**src/rtl/loc_pkg.sv**
```systemverilog
package loc_pkg;
    typedef enum logic [3:0] {
        ST_IDLE,
        ST_CLM_WR,
        ST_CLM_RD,
        ST_CLM_WAIT,
        ST_CMD_WR,
        ST_REL_CHK,
        ST_REL_WR,
        ST_REL_RD,
        ST_REL_WAIT
    } loc_state_e;

    localparam logic [1:0] RES_OK      = 2'b00;
    localparam logic [1:0] RES_CLM_TO  = 2'b01;
    localparam logic [1:0] RES_REL_TO  = 2'b10;

    localparam int unsigned ACT_BIT     = 5;
    localparam logic [7:0]  VAL_REQ_USE = 8'h02;
    localparam logic [7:0]  VAL_ACTIVE  = 8'h20;
    localparam logic [7:0]  VAL_CMD_RDY = 8'h40;
endpackage

```
**src/rtl/loc_tick_gen.sv**
```systemverilog
module loc_tick_gen #(
    parameter int unsigned TICK_DIV = 100
) (
    input  logic clk,
    input  logic rst_n,
    output logic tick
);
    localparam int unsigned TW = (TICK_DIV > 1) ? $clog2(TICK_DIV) : 1;

    logic [TW-1:0] cnt_d, cnt_q;

    always_comb begin
        if (cnt_q == TW'(TICK_DIV - 1)) cnt_d = '0;
        else                             cnt_d = cnt_q + 1'b1;
        tick = (cnt_q == TW'(TICK_DIV - 1));
    end

    always_ff @(posedge clk) begin
        if (!rst_n) cnt_q <= '0;
        else        cnt_q <= cnt_d;
    end
endmodule

```
**src/rtl/loc_poll_eval.sv**
```systemverilog
module loc_poll_eval #(
    parameter int unsigned DATA_W     = 32,
    parameter int unsigned CNT_W      = 8,
    parameter int unsigned POLL_LIMIT = 16
) (
    input  logic [DATA_W-1:0] rdata,
    input  logic              want_set,
    input  logic [CNT_W-1:0]  fails,
    output logic              hit,
    output logic              expire
);
    always_comb begin
        hit    = (rdata[loc_pkg::ACT_BIT] == want_set);
        expire = (fails == CNT_W'(POLL_LIMIT - 1));
    end
endmodule

```
**src/rtl/loc_claim_ctrl.sv**
```systemverilog
module loc_claim_ctrl #(
    parameter int unsigned ADDR_W      = 16,
    parameter int unsigned DATA_W      = 32,
    parameter int unsigned TICK_DIV    = 100,
    parameter int unsigned POLL_LIMIT  = 1000000,
    parameter logic [15:0] ACCESS_ADDR = 16'h0000,
    parameter logic [15:0] STATUS_ADDR = 16'h0018
) (
    input  logic              clk,
    input  logic              rst_n,
    input  logic              open_req,
    input  logic              close_req,
    output logic              done,
    output logic [1:0]        result,
    output logic              bus_req,
    output logic              bus_we,
    output logic [ADDR_W-1:0] bus_addr,
    output logic [DATA_W-1:0] bus_wdata,
    input  logic              bus_ack,
    input  logic [DATA_W-1:0] bus_rdata
);
    import loc_pkg::*;

    localparam int unsigned CNT_W = $clog2(POLL_LIMIT + 1);
    localparam logic [ADDR_W-1:0] A_ACC = ADDR_W'(ACCESS_ADDR);
    localparam logic [ADDR_W-1:0] A_STS = ADDR_W'(STATUS_ADDR);

    typedef struct packed {
        loc_state_e        st;
        logic              req;
        logic              we;
        logic [ADDR_W-1:0] addr;
        logic [DATA_W-1:0] wdata;
        logic [CNT_W-1:0]  fails;
        logic              done;
        logic [1:0]        res;
    } ctrl_t;

    ctrl_t n_d, n_q;
    logic  tick, hit, expire, want_set;

    loc_tick_gen #(.TICK_DIV(TICK_DIV)) i_tick (
        .clk  (clk),
        .rst_n(rst_n),
        .tick (tick)
    );

    assign want_set = (n_q.st == ST_CLM_RD);

    loc_poll_eval #(.DATA_W(DATA_W), .CNT_W(CNT_W), .POLL_LIMIT(POLL_LIMIT)) i_eval (
        .rdata   (bus_rdata),
        .want_set(want_set),
        .fails   (n_q.fails),
        .hit     (hit),
        .expire  (expire)
    );

    always_comb begin
        n_d      = n_q;
        n_d.done = 1'b0;
        unique case (n_q.st)
            ST_IDLE: begin
                if (open_req) begin
                    n_d.st = ST_CLM_WR; n_d.req = 1'b1; n_d.we = 1'b1;
                    n_d.addr = A_ACC; n_d.wdata = DATA_W'(VAL_REQ_USE);
                end else if (close_req) begin
                    n_d.st = ST_REL_CHK; n_d.req = 1'b1; n_d.we = 1'b0;
                    n_d.addr = A_ACC; n_d.wdata = '0;
                end
            end
            ST_CLM_WR, ST_REL_WR: if (bus_ack) begin
                n_d.st    = (n_q.st == ST_CLM_WR) ? ST_CLM_RD : ST_REL_RD;
                n_d.we    = 1'b0;
                n_d.wdata = '0;
                n_d.fails = '0;
            end
            ST_CLM_RD, ST_REL_RD: if (bus_ack) begin
                if (hit && n_q.st == ST_CLM_RD) begin
                    n_d.st = ST_CMD_WR; n_d.we = 1'b1;
                    n_d.addr = A_STS; n_d.wdata = DATA_W'(VAL_CMD_RDY);
                end else if (hit) begin
                    n_d.st = ST_IDLE; n_d.req = 1'b0;
                    n_d.done = 1'b1; n_d.res = RES_OK;
                end else if (expire) begin
                    n_d.st = ST_IDLE; n_d.req = 1'b0; n_d.done = 1'b1;
                    n_d.res = (n_q.st == ST_CLM_RD) ? RES_CLM_TO : RES_REL_TO;
                end else begin
                    n_d.st    = (n_q.st == ST_CLM_RD) ? ST_CLM_WAIT : ST_REL_WAIT;
                    n_d.req   = 1'b0;
                    n_d.fails = n_q.fails + 1'b1;
                end
            end
            ST_CLM_WAIT, ST_REL_WAIT: if (tick) begin
                n_d.st  = (n_q.st == ST_CLM_WAIT) ? ST_CLM_RD : ST_REL_RD;
                n_d.req = 1'b1;
            end
            ST_CMD_WR: if (bus_ack) begin
                n_d.st = ST_IDLE; n_d.req = 1'b0; n_d.we = 1'b0;
                n_d.wdata = '0; n_d.done = 1'b1; n_d.res = RES_OK;
            end
            ST_REL_CHK: if (bus_ack) begin
                if (bus_rdata[ACT_BIT]) begin
                    n_d.st = ST_REL_WR; n_d.we = 1'b1;
                    n_d.wdata = DATA_W'(VAL_ACTIVE);
                end else begin
                    n_d.st = ST_IDLE; n_d.req = 1'b0;
                    n_d.done = 1'b1; n_d.res = RES_OK;
                end
            end
            default: n_d.st = ST_IDLE;
        endcase
    end

    always_ff @(posedge clk) begin
        if (!rst_n) begin
            n_q       <= '0;
            n_q.st    <= ST_IDLE;
        end else begin
            n_q <= n_d;
        end
    end

    assign done      = n_q.done;
    assign result    = n_q.res;
    assign bus_req   = n_q.req;
    assign bus_we    = n_q.we;
    assign bus_addr  = n_q.addr;
    assign bus_wdata = n_q.wdata;
endmodule

```
**config.mk**
```make
export PLATFORM = sky130hd
export DESIGN_NAME = loc_claim_ctrl
export DESIGN_NICKNAME = d
export VERILOG_FILES = /design/src/rtl/loc_pkg.sv /design/src/rtl/loc_tick_gen.sv /design/src/rtl/loc_poll_eval.sv /design/src/rtl/loc_claim_ctrl.sv
export SDC_FILE = /design/constraint.sdc
export NUM_CORES = 1
export LEC_CHECK = 0
export ABC_AREA = 1
export BUFFER_PORTS_ARGS = -buffer_cell sky130_fd_sc_hd__buf_4
export CORE_ASPECT_RATIO = 0.7
export CORE_UTILIZATION = 42
export CTS_CLUSTER_DIAMETER = 100
export DETAILED_ROUTE_END_ITERATION = 12
export PLACE_DENSITY = 0.77
export SYNTH_ARGS = -nofsm -noshare
export SYNTH_HDL_FRONTEND = slang
export SYNTH_SLANG_ARGS = --single-unit
```
**constraint.sdc**
```tcl
create_clock -name clk -period 3.95 [get_ports clk]
set_input_delay 0.79 -clock clk [delete_from_list [all_inputs] [get_ports clk]]
set_output_delay 0.79 -clock clk [all_outputs]
set_load 0.01 [all_outputs]
```
== After elaboration in Yosys (flattened, before gate mapping) ==
Cells that the tools add are included.

* Eq/ne operators: 24
* Add/subtract/negate cells: 2
* Reductions and logical operators: 17
* Bitwise gates (word level): 1
* Muxes and demuxes: 39

{| class="wikitable"
|+ Operators by type and width
! cell !! count
|-
| one-hot mux 32 bit (5 select lines) || 1
|-
| two-way mux 54 bit || 2
|-
| two-way mux 32 bit || 3
|-
| two-way mux 77 bit || 1
|-
| two-way mux 52 bit || 1
|-
| two-way mux 49 bit || 1
|-
| two-way mux 20 bit || 2
|-
| one-hot mux 20 bit (2 select lines) || 1
|-
| one-hot mux 16 bit (2 select lines) || 1
|-
| two-way mux 3 bit || 8
|-
| one-hot mux 4 bit (6 select lines) || 1
|-
| two-way mux 23 bit || 1
|-
| adder 20 x 1 -> 20 bit (second input constant) || 1
|-
| equality test 20 bit (second input constant) || 1
|-
| inequality test 2 bit (second input constant) || 10
|-
| equality test 4 x 3 -> 1 bit (second input constant) || 4
|-
| AND reduction 8 bit || 2
|-
| two-way mux 5 bit || 3
|-
| two-way mux 4 bit || 3
|-
| two-way mux 6 bit || 2
|-
| AND reduction 6 bit || 2
|-
| one-hot mux 1 bit (5 select lines) || 2
|-
| nonzero test 5 bit || 2
|-
| one-hot mux 3 bit (3 select lines) || 1
|-
| 18 further kinds || 27
|}

* Word-level logic and storage cells: 92
* Bits of input ports: 37
* Bits in registers: 84

== Longest topological paths before layout ==
* Depth after elaboration: 7
* Mapped depth: 12
* Mapped depth without buffers: 12

== Hierarchy ==
Synthesis repeated with hierarchy kept, for this count alone.

* Cell total of the unflattened synthesis: 448
* Area total of the unflattened synthesis: 2,830.2 um^2

{| class="wikitable"
|+ Modules (own cells, without submodules)
! module !! cells an instance !! area an instance (um^2) !! instances
|-
| loc_claim_ctrl || 378 || 2,369.8 || 1
|-
| loc_tick_gen || 47 || 355.3 || 1
|-
| loc_poll_eval || 23 || 105.1 || 1
|}

== Worst setup path before layout ==
OpenSTA, ideal clock, no wires.

* Kind: input port to flip-flop
* Start: in bus_rdata[5]
* End: reg n_q[7] (netlist name)
* Data arrival time: 1.808 ns
* Path buffers: 1
* Setup time: 0.070 ns
* Stages: 7
* Setup slack: 2.071 ns
* Cells stage by stage: ha_1 -> inv_1 -> clkbuf_1 -> nand3_1 -> nor3_1 -> nand2_1 -> a21oi_1

* Word-level cells in the longest chain between the ends: 4
* Elaborated cells on any way between the ends: 5
* Those cells by class: 3 x eq/ne; 2 x reduce/logical

{| class="wikitable"
|+ RTL lines
! what !! line !! RTL
|-
| from (decl) || loc_claim_ctrl.sv:20 || <nowiki>input logic [DATA_W-1:0] bus_rdata</nowiki>
|-
| equality test 1 bit (*) || loc_poll_eval.sv:13 || <nowiki>hit = (rdata[loc_pkg::ACT_BIT] == want_set);</nowiki>
|-
| logical AND 1 bit || loc_claim_ctrl.sv:78 || <nowiki>if (hit && n_q.st == ST_CLM_RD) begin</nowiki>
|-
| inequality test 2 bit (no source line) || n/a ||
|-
| AND reduction 6 bit (no source line) (*) || n/a ||
|-
| to (signal assigned) || loc_claim_ctrl.sv:119 || <nowiki>n_q <= n_d;</nowiki>
|-
| to (decl) || loc_claim_ctrl.sv:39 || <nowiki>ctrl_t n_d, n_q;</nowiki>
|}

Mark *: on every way between the ends. The rest lies on a longest branch, timed or not.
A chain may end at the register's enable or synchronous reset.

== Worst setup path in the final report ==
* Start: reg n_q[73] (netlist name)
* End: reg n_q[3] (netlist name)

* Word-level cells in the longest chain between the ends: 5
* Elaborated cells on any way between the ends: 16
* Those cells by class: 10 x eq/ne; 1 x mux; 5 x reduce/logical

{| class="wikitable"
|+ RTL lines
! what !! line
|-
| equality test 4 x 2 -> 1 bit || loc_claim_ctrl.sv:48, loc_claim_ctrl.sv:61, loc_claim_ctrl.sv:78
|-
| equality test 1 bit || loc_poll_eval.sv:13
|-
| logical AND 1 bit || loc_claim_ctrl.sv:78
|-
| inequality test 2 bit (no source line) || n/a
|-
| AND reduction 6 bit (no source line) || n/a
|}

Parallel ways exist; a longest one is shown, timed or not.

==> impl_results.html <==
<table>
<tr><th>Metric</th><th>Value</th></tr>
<tr><th colspan="2">STA</th></tr>
<tr><td>Share of the clock period used by the worst path after layout</td><td>55.1%</td></tr>
<tr><td>Relative max-transition margin</td><td>64.2%</td></tr>
<tr><td>Setup repair after global routing missed its margin</td><td>no</td></tr>
<tr><td>Tightest Pin Transition</td><td>537 ps</td></tr>
<tr><td>Maximum clock rate</td><td>460 MHz</td></tr>
<tr><td>Clock period minus final worst setup slack</td><td>2180 ps</td></tr>
<tr><td>Setup violators final</td><td>0</td></tr>
<tr><td>Total negative slack for setup checks</td><td>0 ps</td></tr>
<tr><td>Worst clock skew</td><td>10.6 ps</td></tr>
<tr><td>Number of hold-slack violations in the final timing report</td><td>0</td></tr>
<tr><td>Pins over their slew limit</td><td>0</td></tr>
<tr><th colspan="2">Final layout</th></tr>
<tr><td>Highest-count cells in the layout ignoring fill and taps</td><td>sky130_fd_sc_hd__nand2_1, sky130_fd_sc_hd__nor2_1, sky130_fd_sc_hd__conb_1, sky130_fd_sc_hd__inv_1, sky130_fd_sc_hd__dfxtp_1</td></tr>
<tr><td>Layout cell share with drive strength beyond 1</td><td>roughly an eighth</td></tr>
<tr><td>Most common cell after layout, fill and taps aside</td><td>sky130_fd_sc_hd__nand2_1</td></tr>
<tr><td>Net total in the final layout</td><td>approximately 480</td></tr>
<tr><td>Synth-to-layout area growth</td><td>2.21%</td></tr>
<tr><td>Ant. Diodes</td><td>0</td></tr>
<tr><td>Core occupancy in the finished layout</td><td>44.5%</td></tr>
<tr><th colspan="2">Pwr</th></tr>
<tr><td>Total leakage power</td><td>approximately 1.3 nW</td></tr>
<tr><td>Fraction of power spent switching nets</td><td>43.7%</td></tr>
<tr><td>Switching power summed over all nets</td><td>0.644 mW</td></tr>
<tr><td>Combinational fraction of design power</td><td>42.3%</td></tr>
<tr><td>Areal power density over the cells</td><td>slightly below 500 mW/mm^2</td></tr>
<tr><td>Maximum ir drop on the vdd rail</td><td>0.000246 V</td></tr>
<tr><td>Int Power</td><td>a little over 0.8 mW</td></tr>
<tr><td>Power share of the clock group</td><td>24.0%</td></tr>
<tr><td>Register share of total power</td><td>33.8%</td></tr>
<tr><th colspan="2">GRT</th></tr>
<tr><td>Via count of the first global-routing pass</td><td>2258</td></tr>
<tr><td>Initial antenna violation count</td><td>0</td></tr>
<tr><td>Total Routing Usage GR</td><td>between 10% and 20%</td></tr>
<tr><td>Global-route wire length before repair</td><td>10.6 mm</td></tr>
<tr><td>GRT Residual Overflow</td><td>0</td></tr>
<tr><td>GR Layer Usage met1</td><td>26.5%</td></tr>
<tr><td>Global-route met3 utilization</td><td>3.95%</td></tr>
<tr><td>Pin count of the biggest net entering global routing</td><td>22</td></tr>
<tr><td>GRT busiest layer</td><td>met2</td></tr>
<tr><td>Global-route track usage on met2</td><td>~27%</td></tr>
<tr><th colspan="2">Die</th></tr>
<tr><td>Die W</td><td>102 um</td></tr>
<tr><td>Full die area</td><td>0.00734 mm^2</td></tr>
<tr><td>Number of primary I/O pins</td><td>90</td></tr>
<tr><td>Number of standard-cell rows in the floorplan</td><td>25</td></tr>
<tr><td>Die outline height</td><td>roughly 72 um</td></tr>
<tr><td>Area inside the core boundary</td><td>~0.0068 mm^2</td></tr>
<tr><td>Initial Util</td><td>43.5%</td></tr>
<tr><th colspan="2">CTS</th></tr>
<tr><td>Library cell used as clock root buffer</td><td>sky130_fd_sc_hd__clkbuf_8</td></tr>
<tr><td>Post-CTS Hold Buffers</td><td>0</td></tr>
<tr><td>CTS sink cnt</td><td>40</td></tr>
<tr><td>CTS max path bufs</td><td>2</td></tr>
<tr><td>Max H-tree Level</td><td>2</td></tr>
<tr><td>Post-cts resize count</td><td>0</td></tr>
<tr><td>CTS tree</td><td>done</td></tr>
<tr><td>Post-CTS setup buffers</td><td>0</td></tr>
<tr><td>Later-pin clock latency in the skew report</td><td>around 300 ps</td></tr>
<tr><td>TritonCTS Buffers</td><td>5</td></tr>
<tr><td>Clock transition at the register clock pins on the worst setup and hold paths after CTS</td><td>approximately 90 ps</td></tr>
<tr><th colspan="2">Hold path</th></tr>
<tr><td>Hold depth</td><td>1</td></tr>
<tr><td>Worst hold-check path type</td><td>reg2reg</td></tr>
<tr><th colspan="2">Critical path</th></tr>
<tr><td>Data required time of the worst path</td><td>4190 ps</td></tr>
<tr><td>Master of the slowest instance on the critical path</td><td>sky130_fd_sc_hd__dfxtp_1</td></tr>
<tr><td>Crit path DAT</td><td>2410 ps</td></tr>
<tr><td>Biggest fanout along the worst timing path</td><td>21</td></tr>
<tr><td>Worst setup path category</td><td>reg2reg</td></tr>
<tr><td>Category of the worst setup path launch point</td><td>register</td></tr>
<tr><td>Most common cell type on the critical path</td><td>sky130_fd_sc_hd__inv_1</td></tr>
<tr><td>Nature of the critical path endpoint</td><td>register</td></tr>
<tr><td>Delay of the slowest cell on the worst path</td><td>480 ps</td></tr>
<tr><td>Length in cells of the worst reg-to-reg path</td><td>9</td></tr>
<tr><td>Ordered list of cells on the worst path</td><td>inv_1 &gt; nand3_4 &gt; inv_1 &gt; ha_1 &gt; nor2_4 &gt; o21a_4 &gt; nand2_4 &gt; or2_0 &gt; a21oi_1</td></tr>
<tr><th colspan="2">Place</th></tr>
<tr><td>Count of input and output buffers</td><td>15</td></tr>
<tr><td>DP Wirelength</td><td>4.73 mm</td></tr>
<tr><td>Final GP Congestion</td><td>0.913</td></tr>
<tr><th colspan="2">Routing</th></tr>
<tr><td>Count of unresolved DRC violations after routing</td><td>0</td></tr>
<tr><td>Routed wire length</td><td>6.19 mm</td></tr>
<tr><td>Post-DRT Antenna Nets</td><td>0</td></tr>
<tr><td>Violation count after the first detailed-route iteration</td><td>roughly 160</td></tr>
<tr><td>Via count</td><td>2618</td></tr>
<tr><td>Final routed wire length divided by cell count</td><td>11.5 um</td></tr>
<tr><td>Avg Vias per Cell</td><td>4.86</td></tr>
<tr><td>Router iterations before antenna repair</td><td>5</td></tr>
<tr><th colspan="2">Synthesis</th></tr>
<tr><td>Flip-flop and latch count after synthesis</td><td>40</td></tr>
<tr><td>Mean area per synthesized cell</td><td>6.71 um^2</td></tr>
<tr><td>Dominant synthesized flop cell</td><td>sky130_fd_sc_hd__dfxtp_1</td></tr>
<tr><td>Cell area after technology mapping</td><td>between 0.002 and 0.003 mm^2</td></tr>
<tr><td>Fraction of the yosys area taken by sequential cells</td><td>27.2%</td></tr>
<tr><td>Total number of yosys warnings</td><td>0</td></tr>
<tr><td>Synth cell types</td><td>43</td></tr>
<tr><td>Count of flip-flops with a built-in enable after synthesis</td><td>0</td></tr>
<tr><td>Proportion of register bits with asynchronous set or reset after synthesis</td><td>0%</td></tr>
<tr><td>Count of mapped cells out of synthesis</td><td>438</td></tr>
<tr><th colspan="2">Job</th></tr>
<tr><td>MaxCap Viol Count</td><td>0</td></tr>
<tr><th colspan="2">Run status</th></tr>
<tr><td>Result of the run</td><td>finished clean</td></tr>
</table>
-- flip-flops by register name, summed over array words and instances, names as in the netlist --
signal and cells:
n_q 24, i_tick.cnt_q 7, bus_wdata 3, result 2, bus_addr 1, bus_req 1
bus_we 1, done 1
-- final timing paths --
kind | end | start | slack [ps]
max | n_q[3] | n_q[73] | 1770
min reg2reg | i_tick.cnt_q[0] | i_tick.cnt_q[0] | 460
min | i_tick.cnt_q[0] | i_tick.cnt_q[0] | 460
max reg2reg | n_q[3] | n_q[73] | 1770
-- Yosys cell counts (3+ instances only) --
master | number | area, um^2
sky130_fd_sc_hd__or2_2 | 3 | 18.8
sky130_fd_sc_hd__nor2_4 | 3 | 33.8
sky130_fd_sc_hd__nand3_1 | 31 | 155
sky130_fd_sc_hd__o21ai_0 | 9 | 45.0
sky130_fd_sc_hd__buf_4 | 50 | 375
sky130_fd_sc_hd__nor3b_1 | 3 | 22.5
sky130_fd_sc_hd__nand2_2 | 3 | 18.8
sky130_fd_sc_hd__clkbuf_1 | 3 | 11.3
sky130_fd_sc_hd__nand4_1 | 15 | 93.8
sky130_fd_sc_hd__nand2_1 | 86 | 323
sky130_fd_sc_hd__ha_1 | 3 | 37.5
sky130_fd_sc_hd__inv_2 | 3 | 11.3
sky130_fd_sc_hd__inv_1 | 41 | 154
sky130_fd_sc_hd__o21ai_2 | 4 | 35.0
sky130_fd_sc_hd__nand2_4 | 5 | 56.3
sky130_fd_sc_hd__nand3_2 | 4 | 40.0
sky130_fd_sc_hd__a21oi_1 | 23 | 115
sky130_fd_sc_hd__nor3_1 | 17 | 85.1
sky130_fd_sc_hd__dfxtp_1 | 40 | 801
sky130_fd_sc_hd__nor2_1 | 63 | 236
-- worst max-delay path: cells and delay by family (launching register included) --
family / cells / cell delay, ps
AOI/OAI and AO/OA: 2 / 320
DFF: 1 / 480
buffers and inverters: 2 / 250
and+or+nand+nor: 4 / 750
adders and majority gates: 1 / 300
-- per-layer routing --
layer / routed length [um] / share of wire, %
met1: 2990 / 48
met2: 2670 / 43
met3: 457 / 7.4
met4: 81 / 1.3
met5: 0 / 0
-- kinds of logic after synthesis --
logic type | share of synthesized area [%]
adders and majority gates | 1.28
other | 0.128
xor gates and xnor gates | 0.596
and+or+nand+nor | 39.2
buffers and inverters | 20.9
DFF | 27.2
AOI/OAI and AO/OA | 10.7
-- per-stage QoR --
step                hold slack [ps]  cells  area (um^2)  power, mW  setup slack [ps]
floorplan                       418    480         3100       1.06              2070
global placement                429    531         2890       1.10              1770
detailed placement              441    531         2890       1.12              1730
CTS                             454    539         3010       1.48              1790
global route                    514    539         3010       1.58              1630
finish                          460    539         3010       1.47              1770
-- final cells by class --
class | instances | area (um^2)
clock buffer | 5 | 68.8
clock inverter | 3 | 47.5
fill | 710 | 3750
inverter | 46 | 175
multi-input combinational | 336 | 1680
sequential | 40 | 801
tap | 94 | 118
timing repair buffer | 15 | 113
-- power by group through the flow --
stage          Combinational, mW  Clock [mW]  Sequential (mW)
2_1_floorplan              0.570           0            0.487
5_1_grt                    0.697       0.379            0.506
3_3_place_gp               0.597           0            0.505
3_5_place_dp               0.615           0            0.507
4_1_cts                    0.616       0.363            0.498
6_report                   0.623       0.353            0.498
Note: power is estimated with default switching activity, not from simulation.
